[src/rtl/dcmb_pkg.sv]
package dcmb_pkg;

    // side effect attached to an accepted acknowledge
    typedef enum logic [1:0] {
        FX_NONE      = 2'd0,
        FX_CABLE_ACK = 2'd1,
        FX_CNT_DEC   = 2'd2
    } ack_fx_e;

    function automatic ack_fx_e fx_select(input logic dir_in, input logic role_tgt);
        if (!dir_in) begin
            return FX_NONE;
        end
        return role_tgt ? FX_CNT_DEC : FX_CABLE_ACK;
    endfunction

endpackage

[src/rtl/dcmb_gate.sv]
module dcmb_gate (
    input  logic dir_in,
    input  logic ctl_dreq,
    input  logic fifo_empty,
    input  logic fifo_full,
    output logic ready
);
    logic fifo_ok;

    always_comb begin
        fifo_ok = dir_in ? ~fifo_empty : ~fifo_full;
        ready   = ctl_dreq & fifo_ok;
    end
endmodule

[src/rtl/dcmb_fx.sv]
module dcmb_fx
    import dcmb_pkg::*;
(
    input  logic dir_in,
    input  logic role_tgt,
    input  logic accept,
    output logic ctl_pop,
    output logic ctl_push,
    output logic fifo_pop,
    output logic fifo_push,
    output logic cab_ack,
    output logic cnt_dec
);
    ack_fx_e fx;

    always_comb begin
        fx        = fx_select(dir_in, role_tgt);
        ctl_pop   = accept &  dir_in;
        fifo_pop  = accept &  dir_in;
        ctl_push  = accept & ~dir_in;
        fifo_push = accept & ~dir_in;
        cab_ack   = accept & (fx == FX_CABLE_ACK);
        cnt_dec   = accept & (fx == FX_CNT_DEC);
    end
endmodule

[src/rtl/dcmb_lanes.sv]
module dcmb_lanes #(
    parameter int unsigned LANE_W = 8,
    parameter int unsigned XLANES = 3,
    localparam int unsigned LW1    = LANE_W + 1,
    localparam int unsigned WORD_W = LANE_W * (XLANES + 1),
    localparam int unsigned XW     = XLANES * LW1
) (
    input  logic              wide,
    input  logic [LW1-1:0]    ctl_rd_lane,
    input  logic [XW-1:0]     fifo_rd_lanes,
    input  logic [WORD_W-1:0] mem_wr_word,
    output logic [WORD_W-1:0] rd_word,
    output logic              rd_perr,
    output logic [LW1-1:0]    ctl_wr_lane,
    output logic [XW-1:0]     fifo_wr_lanes
);
    localparam int unsigned NARROW_X = 1;

    logic              ctl_bad;
    logic [XLANES-1:0] lane_bad;

    // controller lane: word bits LANE_W-1:0
    always_comb begin
        rd_word[LANE_W-1:0] = ctl_rd_lane[LANE_W-1:0];
        ctl_bad             = ~(^ctl_rd_lane);
        ctl_wr_lane         = {~(^mem_wr_word[LANE_W-1:0]), mem_wr_word[LANE_W-1:0]};
    end

    for (genvar gi = 0; gi < XLANES; gi++) begin : g_lane
        logic              used;
        logic [LW1-1:0]    rl;
        logic [LANE_W-1:0] wb;

        always_comb begin
            used = (gi < NARROW_X) ? 1'b1 : wide;
            rl   = fifo_rd_lanes[gi*LW1 +: LW1];
            wb   = mem_wr_word[(gi+1)*LANE_W +: LANE_W];
            rd_word[(gi+1)*LANE_W +: LANE_W] = used ? rl[LANE_W-1:0] : '0;
            lane_bad[gi]                     = used & ~(^rl);
            fifo_wr_lanes[gi*LW1 +: LW1]     = used ? {~(^wb), wb} : '0;
        end
    end

    always_comb rd_perr = ctl_bad | (|lane_bad);
endmodule

[src/rtl/dcmb_top.sv]
module dcmb_top #(
    parameter int unsigned LANE_W = 8,
    parameter int unsigned XLANES = 3,
    localparam int unsigned LW1    = LANE_W + 1,
    localparam int unsigned WORD_W = LANE_W * (XLANES + 1),
    localparam int unsigned XW     = XLANES * LW1
) (
    input  logic              clk,
    input  logic              rst_n,
    input  logic              cfg_wide,
    input  logic              cfg_dir_in,
    input  logic              cfg_role_tgt,
    input  logic              ctl_dreq,
    input  logic              fifo_empty,
    input  logic              fifo_full,
    output logic              mem_req,
    input  logic              mem_ack,
    output logic [WORD_W-1:0] mem_rd_word,
    input  logic [WORD_W-1:0] mem_wr_word,
    input  logic [LW1-1:0]    ctl_rd_lane,
    output logic [LW1-1:0]    ctl_wr_lane,
    output logic              ctl_pop,
    output logic              ctl_push,
    input  logic [XW-1:0]     fifo_rd_lanes,
    output logic [XW-1:0]     fifo_wr_lanes,
    output logic              fifo_pop,
    output logic              fifo_push,
    output logic              cable_ack,
    output logic              cnt_dec,
    output logic              par_err
);
    typedef struct packed {
        logic              req;
        logic              hold;
        logic              ctl_pop;
        logic              ctl_push;
        logic              fifo_pop;
        logic              fifo_push;
        logic              cab;
        logic              dec;
        logic              perr;
        logic [WORD_W-1:0] rd_word;
        logic [LW1-1:0]    ctl_wr;
        logic [XW-1:0]     fifo_wr;
    } st_t;

    st_t st_d, st_q;

    logic              ready_c;
    logic              accept_c;
    logic              fx_ctl_pop, fx_ctl_push, fx_fifo_pop, fx_fifo_push;
    logic              fx_cab, fx_dec;
    logic [WORD_W-1:0] rd_word_c;
    logic              rd_perr_c;
    logic [LW1-1:0]    ctl_wr_c;
    logic [XW-1:0]     fifo_wr_c;

    dcmb_gate gate_i (
        .dir_in     (cfg_dir_in),
        .ctl_dreq   (ctl_dreq),
        .fifo_empty (fifo_empty),
        .fifo_full  (fifo_full),
        .ready      (ready_c)
    );

    always_comb accept_c = mem_ack & st_q.req;

    dcmb_fx fx_i (
        .dir_in    (cfg_dir_in),
        .role_tgt  (cfg_role_tgt),
        .accept    (accept_c),
        .ctl_pop   (fx_ctl_pop),
        .ctl_push  (fx_ctl_push),
        .fifo_pop  (fx_fifo_pop),
        .fifo_push (fx_fifo_push),
        .cab_ack   (fx_cab),
        .cnt_dec   (fx_dec)
    );

    dcmb_lanes #(.LANE_W(LANE_W), .XLANES(XLANES)) lanes_i (
        .wide          (cfg_wide),
        .ctl_rd_lane   (ctl_rd_lane),
        .fifo_rd_lanes (fifo_rd_lanes),
        .mem_wr_word   (mem_wr_word),
        .rd_word       (rd_word_c),
        .rd_perr       (rd_perr_c),
        .ctl_wr_lane   (ctl_wr_c),
        .fifo_wr_lanes (fifo_wr_c)
    );

    always_comb begin
        st_d           = st_q;
        // request drops after an acknowledge and waits one more cycle
        st_d.req       = ready_c & ~mem_ack & ~st_q.hold;
        st_d.hold      = accept_c;
        st_d.ctl_pop   = fx_ctl_pop;
        st_d.ctl_push  = fx_ctl_push;
        st_d.fifo_pop  = fx_fifo_pop;
        st_d.fifo_push = fx_fifo_push;
        st_d.cab       = fx_cab;
        st_d.dec       = fx_dec;
        if (accept_c && cfg_dir_in) begin
            st_d.rd_word = rd_word_c;
            st_d.perr    = st_q.perr | rd_perr_c;
        end
        if (accept_c && !cfg_dir_in) begin
            st_d.ctl_wr  = ctl_wr_c;
            st_d.fifo_wr = fifo_wr_c;
        end
    end

    always_ff @(posedge clk or negedge rst_n) begin
        if (!rst_n) begin
            st_q <= '0;
        end else begin
            st_q <= st_d;
        end
    end

    always_comb begin
        mem_req       = st_q.req;
        mem_rd_word   = st_q.rd_word;
        ctl_wr_lane   = st_q.ctl_wr;
        fifo_wr_lanes = st_q.fifo_wr;
        ctl_pop       = st_q.ctl_pop;
        ctl_push      = st_q.ctl_push;
        fifo_pop      = st_q.fifo_pop;
        fifo_push     = st_q.fifo_push;
        cable_ack     = st_q.cab;
        cnt_dec       = st_q.dec;
        par_err       = st_q.perr;
    end
endmodule

[config.mk]
export PLATFORM = sky130hd
export DESIGN_NAME = dcmb_top
export DESIGN_NICKNAME = d
export VERILOG_FILES = /design/src/rtl/dcmb_pkg.sv /design/src/rtl/dcmb_gate.sv /design/src/rtl/dcmb_fx.sv /design/src/rtl/dcmb_lanes.sv /design/src/rtl/dcmb_top.sv
export SDC_FILE = /design/constraint.sdc
export NUM_CORES = 1
export LEC_CHECK = 0
export ABC_CLOCK_PERIOD_IN_PS = 1400
export CAP_MARGIN = 20
export CORE_ASPECT_RATIO = 1.5
export CORE_UTILIZATION = 46
export CTS_CLUSTER_DIAMETER = 150
export DETAILED_ROUTE_END_ITERATION = 6
export PLACE_DENSITY = 0.91
export SYNTH_ARGS = -nofsm -noshare
export SYNTH_HDL_FRONTEND = slang
export SYNTH_HIERARCHICAL = 1
export SYNTH_SLANG_ARGS = --single-unit
[constraint.sdc]
create_clock -name clk -period 1.4 [get_ports clk]
set_input_delay 0.14 -clock clk [delete_from_list [all_inputs] [get_ports clk]]
set_output_delay 0.14 -clock clk [all_outputs]
set_load 0.01 [all_outputs]
Word-level counts from Yosys, hierarchy flattened
Index checks and enable logic that the tools add are counted.

word-level totals
  word-level logic and storage cells = 56
  output and inout bits = 76
  flip-flop bits (word level) = 75

operators by class
  equal/unequal tests = 2
  bitwise gates (word level) = 25
  multiplexer cells = 7
  reductions and logical operators = 12

operators with widths
  operator            number
  $reduce_xor 9->1    4
  $reduce_xor 8->1    4
  $mux 9              2
  $mux 8              2
  $not 1->1           13
  $and 1x1->1         10
  $mux 2              2
  $reduce_or 3->1     1
  $eq 2x1->1 const B  1
  $eq 2x2->1 const B  1
  $logic_and 1x1->1   2
  $or 1x1->1          2
  $logic_not 1->1     1
  $mux 1              1

Depth between registers and ports, before layout
Gate-level depths: netlist of run 1.

  depth after elaboration = 6
  depth in mapped cells = 5
  depth with buffers taken out = 5

Modules after synthesis
Netlist of run 1, hierarchy kept.

by module, submodules not included
  module      area each (um^2)  cells an instance  times used
  dcmb_top    3294.4            225                1
  dcmb_lanes  1071.0            129                1
  dcmb_fx     48.8              6                  1
  dcmb_gate   16.3              2                  1

Worst setup path before layout of run 1
No wires, ideal clock.

  path kind = input -> register
  from = input fifo_rd_lanes[5]
  to = register st_q (netlist bit par_err)
  slack = -0.262 ns
  cell stages on the path = 5
  buffers on the path = 0
  arrival = 1.542 ns
  cell sequence = xor2_1 xnor3_2 xnor2_1 or4_1 a31o_2

between the ends
  longest elaborated chain between the ends = 5

ends and longest elaborated chain
  item                  RTL line          source
  start, declared       dcmb_top.sv:24    input logic [XW-1:0] fifo_rd_lanes,
  $reduce_xor 9->1      dcmb_lanes.sv:39  lane_bad[gi] = used & ~(^rl);
  $not 1->1             dcmb_lanes.sv:39
  $reduce_or 3->1       dcmb_lanes.sv:44  always_comb rd_perr = ctl_bad | (|lane_bad);
  $or 1x1->1            dcmb_lanes.sv:44
  net rd_perr_c         dcmb_top.sv:54    logic rd_perr_c;
  $or 1x1->1            dcmb_top.sv:104   st_d.perr = st_q.perr | rd_perr_c;
  end signal, assigned  dcmb_top.sv:116   st_q <= st_d;
  end, declared         dcmb_top.sv:47    st_t st_d, st_q;

The timed path passes the listed nets, and every way through them passes these cells.
A chain may end at the register's enable or synchronous reset.

Worst setup path in the final report of run 1
  from = input fifo_rd_lanes[7]
  to = register st_q (netlist bit par_err)

The elaborated chain is that of the path after synthesis.

==> flow_metrics.tcl, run 1 <==
set metrics [dict create \
    outcome "finished, violations left" \
    violations "negative setup slack" \
    drv_slew 0 \
    clk_pin_slew_ns 0.06 \
    setup_viol 1 \
    die_w_um 82.1 \
    overflow 0 \
    synthFlopType "dfrtp_1" \
    drive_gt1_share_pct 30.5 \
    synth.distinct_cells 28 \
    holdCritPathClass "in -> reg" \
    final_cells 542 \
    cts_root_buf "clkbuf_16" \
    ys_warn_count 6 \
    final.setup.worst_slack_ns -0.0754 \
    synth_top_area_share_pct 43.5 \
    fillers 742 \
    track_usage_pct 18.4 \
    ys_ff_latch 77 \
    syn_area_um2 4430 \
    hold_viol_final 0 \
    regArea_um2 1930 \
    drt_iter0_drc 56 \
    core_area_um2 9310 \
    synth_most_common_cell "buf_4" \
    leakagePower_nw 2.79 \
    synth.area.top_cells "dfrtp_1, buf_4, mux2_2, xnor2_1, and2_1" \
    synthTopCellsByCount "buf_4, dfrtp_1, mux2_2" \
    first_pass_iters 3 \
    crit_chain "buf_6, xnor2_2, xnor3_2, xnor2_2, or4_1, a31o_2" \
    vias_per_cell 4.81 \
    grt_setup_unrepaired "true" \
    maxCapViolCount 0 \
    grt_pass1_vias 2900 \
    cts_tree "built" \
    skew_ns 0.00324 \
    fin_nets 502 \
    fmax_mhz 678 \
    synthesis.nets 439 \
    area_growth_pct 30.0 \
    vias 2607 \
    drc 0 \
    seq_area_frac_synth_pct 43.5 \
    dp_cells 525 \
    synthCells 362 \
    power.density_nw_per_um2 1310 \
    antenna_found_initial 1 \
    path_buf_inv 1 \
    cp_data_required_time_ns 1.62 \
    fin_crit_ns 1.48 \
    cts_setup_buffers 0 \
    numCtsBuffers 9 \
    grt_pass1_wl_um 13600 \
    cts_max_level 3 \
    ios 153 \
    synthArstFlopShare_pct 100 \
    die_h_um 122 \
    wl_per_cell_um 16.1 \
    std_cell_rows 43 \
    worst_path_max_delay_cell "or4_1" \
    routed_wl_um 8740 \
    clock_latency_ns 0.32 \
    synth.avg_cell_area_um2 12.2 \
    port_buffers 152 \
    irDropWorstVdd_v 0.000902 \
    initial_core_util_pct 47.6 \
    relSlewSlack_pct 72.5 \
    largest_reg_flops 32 \
    critPathLaunchType "input port" \
    endpoint_kind "register" \
    cts_sinks 77 \
    ant_nets 0 \
    worstSetupPathType "in -> reg" \
    crit_family "XOR/XNOR gates" \
    multiInputGateArea_um2 1780 \
    hpwlAfterDp_um 6470 \
    die-area_um2 10000 \
    gp_congestion 0.755 \
    fin_crit_sh_pct 105 \
    synth_edf_count 0 \
    cp_data_arrival_time_ns 1.69 \
    cpMostUsedCell "xnor2_2" \
    detailed_place.area_um2 5400 \
    clockBufferDepth 2 \
    fin_area_um2 5760 \
    design_power_total_mw 7.53 \
    yosys.area.top_type "dfrtp_1" \
    grt_max_degree 78 \
    critical_path.max_fanout 2 \
    worst_pin_slew_ns 0.413 \
    cpPeakStageDelay_ns 0.51 \
]
-- placed cells by master, fill, tap and decap left out, types with 3 or more instances in the layout --
master and n:
and2_1 34, buf_12 3, buf_2 8, buf_4 9
buf_6 3, clkbuf_16 9, clkbuf_8 3, clkdlybuf4s15_1 5
clkdlybuf4s15_2 3, clkdlybuf4s50_1 98, dfrtp_1 77, dlygate4sd2_1 15
dlymetal6s2s_1 16, mux2_2 68, mux2i_1 3, xnor2_1 29
xnor2_2 9, xnor3_1 3, xor2_1 3, xor2_2 3
-- power breakdown --
part           internal (mW)  switching [mW]
sequential              2.70           0.239
combinational           1.55           0.879
clock                   1.33           0.820
total                   5.59            1.94
-- what timing repair did --
action | in CTS | in global routing
endpoints found under the hold margin | 77 | 0
hold buffers | 1 | 0
endpoints found under the setup margin | 4 | 17
gates resized for setup | 92 | 31
gates cloned | 0 | 0
pin swaps | 26 | 8
-- per-stage QoR --
stage	utilization, %	hold WS (ns)	TNS (ns)	worst slack, ns
5_1_grt	61.9	0.0466	-0.131	-0.130
6_report	61.9	0.0590	-0.0754	-0.0754
3_3_place_gp	58.0	0.191	-8.25	-0.780
4_1_cts	61.2	0.0477	-0.0940	-0.0839
2_1_floorplan	-	-0.156	-0.200	-0.200
3_5_place_dp	58.0	0.201	-9.25	-0.808
-- cell families (layout without fill, tap and decap cells) --
kind of cell | after synthesis | in the layout | share of synthesized area [%]
xor gates and xnor gates | 52 | 52 | 12.7
buffers and inverters | 113 | 180 | 18.9
muxes | 71 | 71 | 18.0
and+or+nand+nor | 48 | 48 | 6.81
other | 0 | 1 | 0
AOI/OAI and AO/OA | 1 | 1 | 0.198
DFF | 77 | 77 | 43.5
-- worst paths after layout --
check / from / endpoint / slack (ns) / cells after the start
worst min-delay path: fifo_rd_lanes[4] / mem_rd_word[12]$_DFFE_PN0P_ / 0.06 / 2
worst max-delay path: fifo_rd_lanes[7] / par_err$_DFFE_PN0P_ / -0.08 / 6
worst max register to register: mem_req$_DFF_PN0_ / fifo_wr_lanes[2]$_DFFE_PN0P_ / 0.11 / 3
min in group asynchronous: rst_n / mem_rd_word[16]$_DFFE_PN0P_ / 0.37 / 3
worst min register to register: st_q[75]$_DFF_PN0_ / mem_req$_DFF_PN0_ / 0.40 / 1
max in group asynchronous: rst_n / ctl_wr_lane[8]$_DFFE_PN0P_ / 0.70 / 3
-- metal layers --
| metal | wire length, um | share of wire (%) | global-route usage (%) |
|---|---|---|---|
| met5 | 0 | 0 | 0 |
| met4 | 343 | 3.9 | 9.98 |
| met3 | 472 | 5.4 | 4.49 |
| met2 | 4910 | 56 | 32.3 |
| met1 | 3010 | 34 | 19.5 |
-- area by class of cell --
cell class | instances | share of cell area [%]
flip-flops and latches | 77 | 33.4
clock inverters | 1 | 0.0869
multi-input cells | 172 | 30.8
well taps | 112 | 2.43
inverters | 1 | 0.0652
clock buffers | 14 | 4.76
diodes | 1 | 0.0434
repair buffers | 164 | 28.3
-- worst reg2reg max path: cells and delay by family, from the launching register on --
kind                   cells  cell delay (ns)
buffers and inverters      1             0.23
AND/OR/NAND/NOR            1             0.14
multiplexers               1             0.39
flip-flops                 1             0.41
Power figures use the tool's default switching activity.
==> run 2: changes to the inputs <==
- ABC_CLOCK_PERIOD_IN_PS: 1400 -> 1800
- CORE_UTILIZATION: 46 -> 50
- PLACE_DENSITY: 0.91 -> 0.95
- clock period: 1.4 -> 1.8 ns (I/O delays scaled with it)
==> run 2 against run 1 <==
  * The flow now finishes without violations
  * Clock-buffer cell count rose by 1
  * Final area decreased by 1.5%
  * Utilization is 4.7 points higher
  * Final cell count is 1.5% lower
  * Non-clock buffer count fell by 3
  * Sequential share of layout area increased by 0.51 points
  * First-iteration DRC count increased by 43%
  * Power fell by 22%
  * Critical path depth is the same
  * Die area shrank 7.8%
  * Sequential cell count did not move
  * Critical path type unchanged
  * Critical endpoint unchanged
  * Largest power group unchanged
==> flow_metrics.tcl, run 2 (synthesized netlist as in run 1, its figures left out) <==
set metrics [dict create \
    timing.rr.end "fifo_wr_lanes[15]$_DFFE_PN0P_" \
    outcome "finished clean" \
    fin_crit_ns 1.77 \
    cp_data_arrival_time_ns 1.99 \
    cts_root_buf "clkbuf_16" \
    clk_pin_slew_ns 0.06 \
    diodes 0 \
    grt_pass1_wl_um 13300 \
    drt_iter0_drc 80 \
    antenna_found_initial 0 \
    hold_depth 2 \
    fin_area_um2 5670 \
    grt_pass1_vias 2751 \
    drv_slew 0 \
    grt_max_degree 43 \
    skew_ns 0.00659 \
    clock_latency_ns 0.33 \
    die_h_um 117 \
    area_growth_pct 28.1 \
    vias 2569 \
    holdCritPathClass "in -> reg" \
    final_cells 534 \
    fmax_mhz 564 \
    core_area_um2 8520 \
    endpoint_kind "register" \
    crit_path_end "par_err$_DFFE_PN0P_" \
    dp_cells 517 \
    irDropWorstVdd_v 0.000697 \
    overflow 0 \
    final_common_cell "clkdlybuf4s50_1" \
    critPathLaunchType "input port" \
    critical_path.max_fanout 1 \
    vias_per_cell 4.81 \
    clockBufferDepth 2 \
    worst_pin_slew_ns 0.478 \
    power.density_nw_per_um2 1030 \
    r2r_setup_slack_ns 0.52 \
    maxCapViolCount 0 \
    routed_wl_um 8830 \
    cts_tree "built" \
    fillers 636 \
    std_cell_rows 41 \
    drc 0 \
    rr_worst_depth 3 \
    drive_gt1_share_pct 24.4 \
    cts_sinks 77 \
    reg2reg_from "mem_req$_DFF_PN0_" \
    worstSetupPathType "in -> reg" \
    fin_crit_sh_pct 98.4 \
    hpwlAfterDp_um 6690 \
    hold_viol_final 0 \
    setup_viol 0 \
    detailed_place.area_um2 5350 \
    ios 153 \
    crit_path_start "fifo_rd_lanes[8]" \
    first_pass_iters 4 \
    numCtsBuffers 9 \
    port_buffers 152 \
    cts_max_level 3 \
    die_w_um 78.9 \
    die-area_um2 9250 \
    gp_congestion 0.777 \
    cp_data_required_time_ns 2.02 \
    mostFrequentLayoutCells "clkdlybuf4s50_1, dfrtp_1, mux2_2" \
    leakagePower_nw 2.55 \
    ant_nets 0 \
    initial_core_util_pct 52.0 \
    track_usage_pct 19.6 \
    fin_nets 499 \
    largest_reg_flops 32 \
    wl_per_cell_um 16.5 \
    relSlewSlack_pct 68.1 \
]
-- run 2: cell types whose count changed in the layout (fill, tap and decap cells not counted), sizes merged --
| cell | delta |
|---|---|
| diode | -1 |
| dlymetal6s2s | -12 |
| buf | -15 |
| clkdlybuf4s50 | +34 |
| clkbuf | -1 |
| clkdlybuf4s15 | -8 |
-- run 2: routing by layer --
metal	up-vias	global-route usage [%]	share of wire [%]
li1	1201	-	-
met1	1265	19.3	34
met2	82	37.6	58
met3	21	3.95	4.3
met4	0	11.5	3.4
met5	-	0	0
-- run 2: cell type report --
cell class / instances / area (um2) / area share, %
inverter: 1 / 3.75 / 0.0662
tap: 107 / 134 / 2.36
timing repair buffer: 161 / 1620 / 28.5
clock buffer: 15 / 268 / 4.72
clock inverter: 1 / 5.00 / 0.0882
sequential: 77 / 1930 / 34.0
multi-input combinational: 172 / 1720 / 30.3
-- run 2: how the worst min path moves through the flow --
stage	end	startpoint	slack (ns)
after floorplan	cable_ack$_DFF_PN0_	rst_n	-0.12
after global placement	mem_rd_word[10]$_DFFE_PN0P_	rst_n	0.16
after detailed placement	mem_rd_word[10]$_DFFE_PN0P_	rst_n	0.17
after CTS	mem_rd_word[12]$_DFFE_PN0P_	fifo_rd_lanes[4]	0.24
after global routing	mem_rd_word[13]$_DFFE_PN0P_	fifo_rd_lanes[5]	0.17
final	mem_rd_word[13]$_DFFE_PN0P_	fifo_rd_lanes[5]	0.18
-- run 2: repair_timing --
action,in CTS,in global routing
setup endpoints to repair,1,1
cloned,0,0
pin swaps,14,7
hold buffers,1,0
buffers inserted,0,0
endpoints found under the hold margin,35,0
gates resized for setup,18,8
-- run 2: critical path, cell delays in order --
cell	delay, ns
clkdlybuf4s50_1	0.50
xnor2_2	0.13
xnor3_2	0.29
xnor2_1	0.14
or4_1	0.52
a31o_2	0.24
-- run 2: stage by stage --
stage	setup WS [ns]	TNS (ns)	total power [mW]	hold WS, ns	util (%)
3_3_place_gp	-0.451	-0.451	4.15	0.159	62.8
6_report	0.0284	0	5.84	0.176	66.6
3_5_place_dp	-0.506	-0.506	4.23	0.167	62.8
4_1_cts	0.00203	0	5.91	0.239	66.2
5_1_grt	-0.0299	-0.0299	6.15	0.171	66.6
2_1_floorplan	0.0979	0	3.63	-0.116	-
-- run 2: report_power, final --
part	internal (mW)	switching (mW)	leakage [nW]
Combinational	1.23	0.684	1.43
Sequential	2.10	0.186	0.986
Clock	1.01	0.638	0.134
==> run 3: changes to the inputs <==
- ABC_AREA: unset -> 1
- ABC_CLOCK_PERIOD_IN_PS: 1800 -> unset
- CORE_UTILIZATION: 50 -> 52
==> run 3 against run 2 <==
  * Clock skew fell by 0.0021 ns
  * Area after synthesis rose by 13%
  * Highest routed layer unchanged
  * Largest power group unchanged
  * Utilization fell by 1.0 points
  * Non-clock buffer count rose by 4
==> flow_metrics.tcl, run 3 <==
set metrics [dict create \
    critical_path.max_fanout 5 \
    ant_nets 0 \
    cts_tree "built" \
    maxCapViolCount 0 \
    vias 4228 \
    fillers 745 \
    drive_gt1_share_pct 5.67 \
    syn_area_um2 5000 \
    die_w_um 82.1 \
    synth.avg_cell_area_um2 7.58 \
    path_buf_inv 1 \
    area_growth_pct 22.1 \
    final_cells 818 \
    outcome "finished clean" \
    synthFlopType "dfrtp_1" \
    design_power_total_mw 5.70 \
    synth_edf_count 0 \
    rr_worst_depth 4 \
    synth_most_common_cell "nand2_1" \
    synth.area.top_cells "dfrtp_1, nand2_1, buf_4, nand4_1, inv_1" \
    initial_core_util_pct 53.7 \
    fin_crit_sh_pct 83.3 \
    crit_chain "clkdlybuf4s50_1" \
    reg2reg_from "mem_req$_DFF_PN0_" \
    synth_top_area_share_pct 38.5 \
    setup_viol 0 \
    relSlewSlack_pct 64.8 \
    ios 153 \
    numCtsBuffers 9 \
    diodes 0 \
    fmax_mhz 667 \
    drt_iter0_drc 203 \
    overflow 0 \
    power.density_nw_per_um2 934 \
    track_usage_pct 24.3 \
    synthTopCellsByCount "nand2_1, buf_4, dfrtp_1" \
    synthArstFlopShare_pct 100 \
    crit_family "buffers and inverters" \
    skew_ns 0.00452 \
    cpPeakStageDelay_ns 0.58 \
    dp_cells 801 \
    clk_pin_slew_ns 0.06 \
    leakagePower_nw 3.25 \
    synth.distinct_cells 21 \
    irDropWorstVdd_v 0.000732 \
    mostFrequentLayoutCells "nand2_1, clkdlybuf4s50_1, dfrtp_1" \
    wl_per_cell_um 14.5 \
    cts_root_buf "clkbuf_16" \
    clock_latency_ns 0.32 \
    cp_data_required_time_ns 1.62 \
    cts_setup_buffers 0 \
    routed_wl_um 11900 \
    crit_path_start "mem_req$_DFF_PN0_" \
    worstSetupPathDepth 1 \
    synthesis.nets 737 \
    worst_pin_slew_ns 0.528 \
    hpwlAfterDp_um 8800 \
    critPathLaunchType "register" \
    core_area_um2 9310 \
    gp_congestion 0.899 \
    ys_warn_count 6 \
    ys_ff_latch 77 \
    grt_pass1_vias 4105 \
    hold_viol_final 0 \
    worst_path_max_delay_cell "clkdlybuf4s50_1" \
    hold_depth 3 \
    synthCells 660 \
    drc 0 \
    fin_nets 778 \
    clockBufferDepth 2 \
    detailed_place.area_um2 5810 \
    vias_per_cell 5.17 \
    endpoint_kind "primary output" \
    seq_area_frac_synth_pct 38.5 \
    grt_pass1_wl_um 18400 \
    worstSetupPathType "reg -> out" \
    holdCritPathClass "in -> reg" \
    drv_slew 0 \
    fin_setup_tns_ns 0 \
    die_h_um 122 \
    grt_setup_unrepaired "false" \
    fin_area_um2 6100 \
    grt_max_degree 48 \
    first_pass_iters 4 \
    whs_ns 0.269 \
    die-area_um2 10000 \
    cp_data_arrival_time_ns 1.32 \
    std_cell_rows 43 \
    final_common_cell "nand2_1" \
    largest_reg_flops 32 \
    yosys.area.top_type "dfrtp_1" \
    worstHoldStart "mem_ack" \
    cts_sinks 77 \
    antenna_found_initial 0 \
    fin_crit_ns 1.50 \
    port_buffers 152 \
    cts_max_level 3 \
]
## run 3: final timing paths
path / end / slack, ns
max in group asynchronous: mem_rd_word[17]$_DFFE_PN0P_ / 0.85
min in group asynchronous: fifo_wr_lanes[15]$_DFFE_PN0P_ / 0.37
min: fifo_wr_lanes[22]$_DFFE_PN0P_ / 0.27
max: mem_req / 0.30
max reg2reg: fifo_wr_lanes[2]$_DFFE_PN0P_ / 0.35
min reg2reg: mem_req$_DFF_PN0_ / 0.40
## run 3: layer usage
layer	GRT usage, %	share of wire (%)	wire (um)	up-vias
met4	13.6	3.5	420	0
li1	-	-	-	2047
met1	24.2	36	4310	1985
met5	0	0	0	-
met3	4.79	5.7	674	34
met2	45.2	54	6450	162
## run 3: logic make-up after synthesis
family | Yosys count | synth area share (%)
flip-flops | 77 | 38.5
AO/OA/AOI/OAI | 4 | 0.400
AND/OR/NAND/NOR | 338 | 30.1
XOR/XNOR | 37 | 6.48
buffers and inverters | 204 | 24.5
## run 3: repair_timing
item / CTS / global route
gates resized for setup: 0 / 0
hold buffers: 1 / 0
hold endpoints to repair: 35 / 0
setup endpoints to repair: 0 / 0
## run 3: where the power goes
part	switching, mW	total, mW	internal, mW
Combinational	0.817	1.77	0.956
Clock	0.647	1.69	1.04
Sequential	0.186	2.24	2.05
Total	1.65	5.70	4.05
## run 3: final cells by class
type	count	area [um2]	share of cell area, %
inverter	69	264	4.32
tap	112	140	2.30
timing repair buffer	165	1630	26.8
clock buffer	13	270	4.43
multi-input combinational	379	1850	30.3
clock inverter	3	18.8	0.307
sequential	77	1930	31.6
## run 3: through the flow
step	setup slack (ns)	utilization [%]
2_1_floorplan	0.602	-
3_3_place_gp	0.0919	62.4
3_5_place_dp	0.0160	62.4
4_1_cts	0.291	65.6
5_1_grt	0.226	65.6
6_report	0.300	65.6
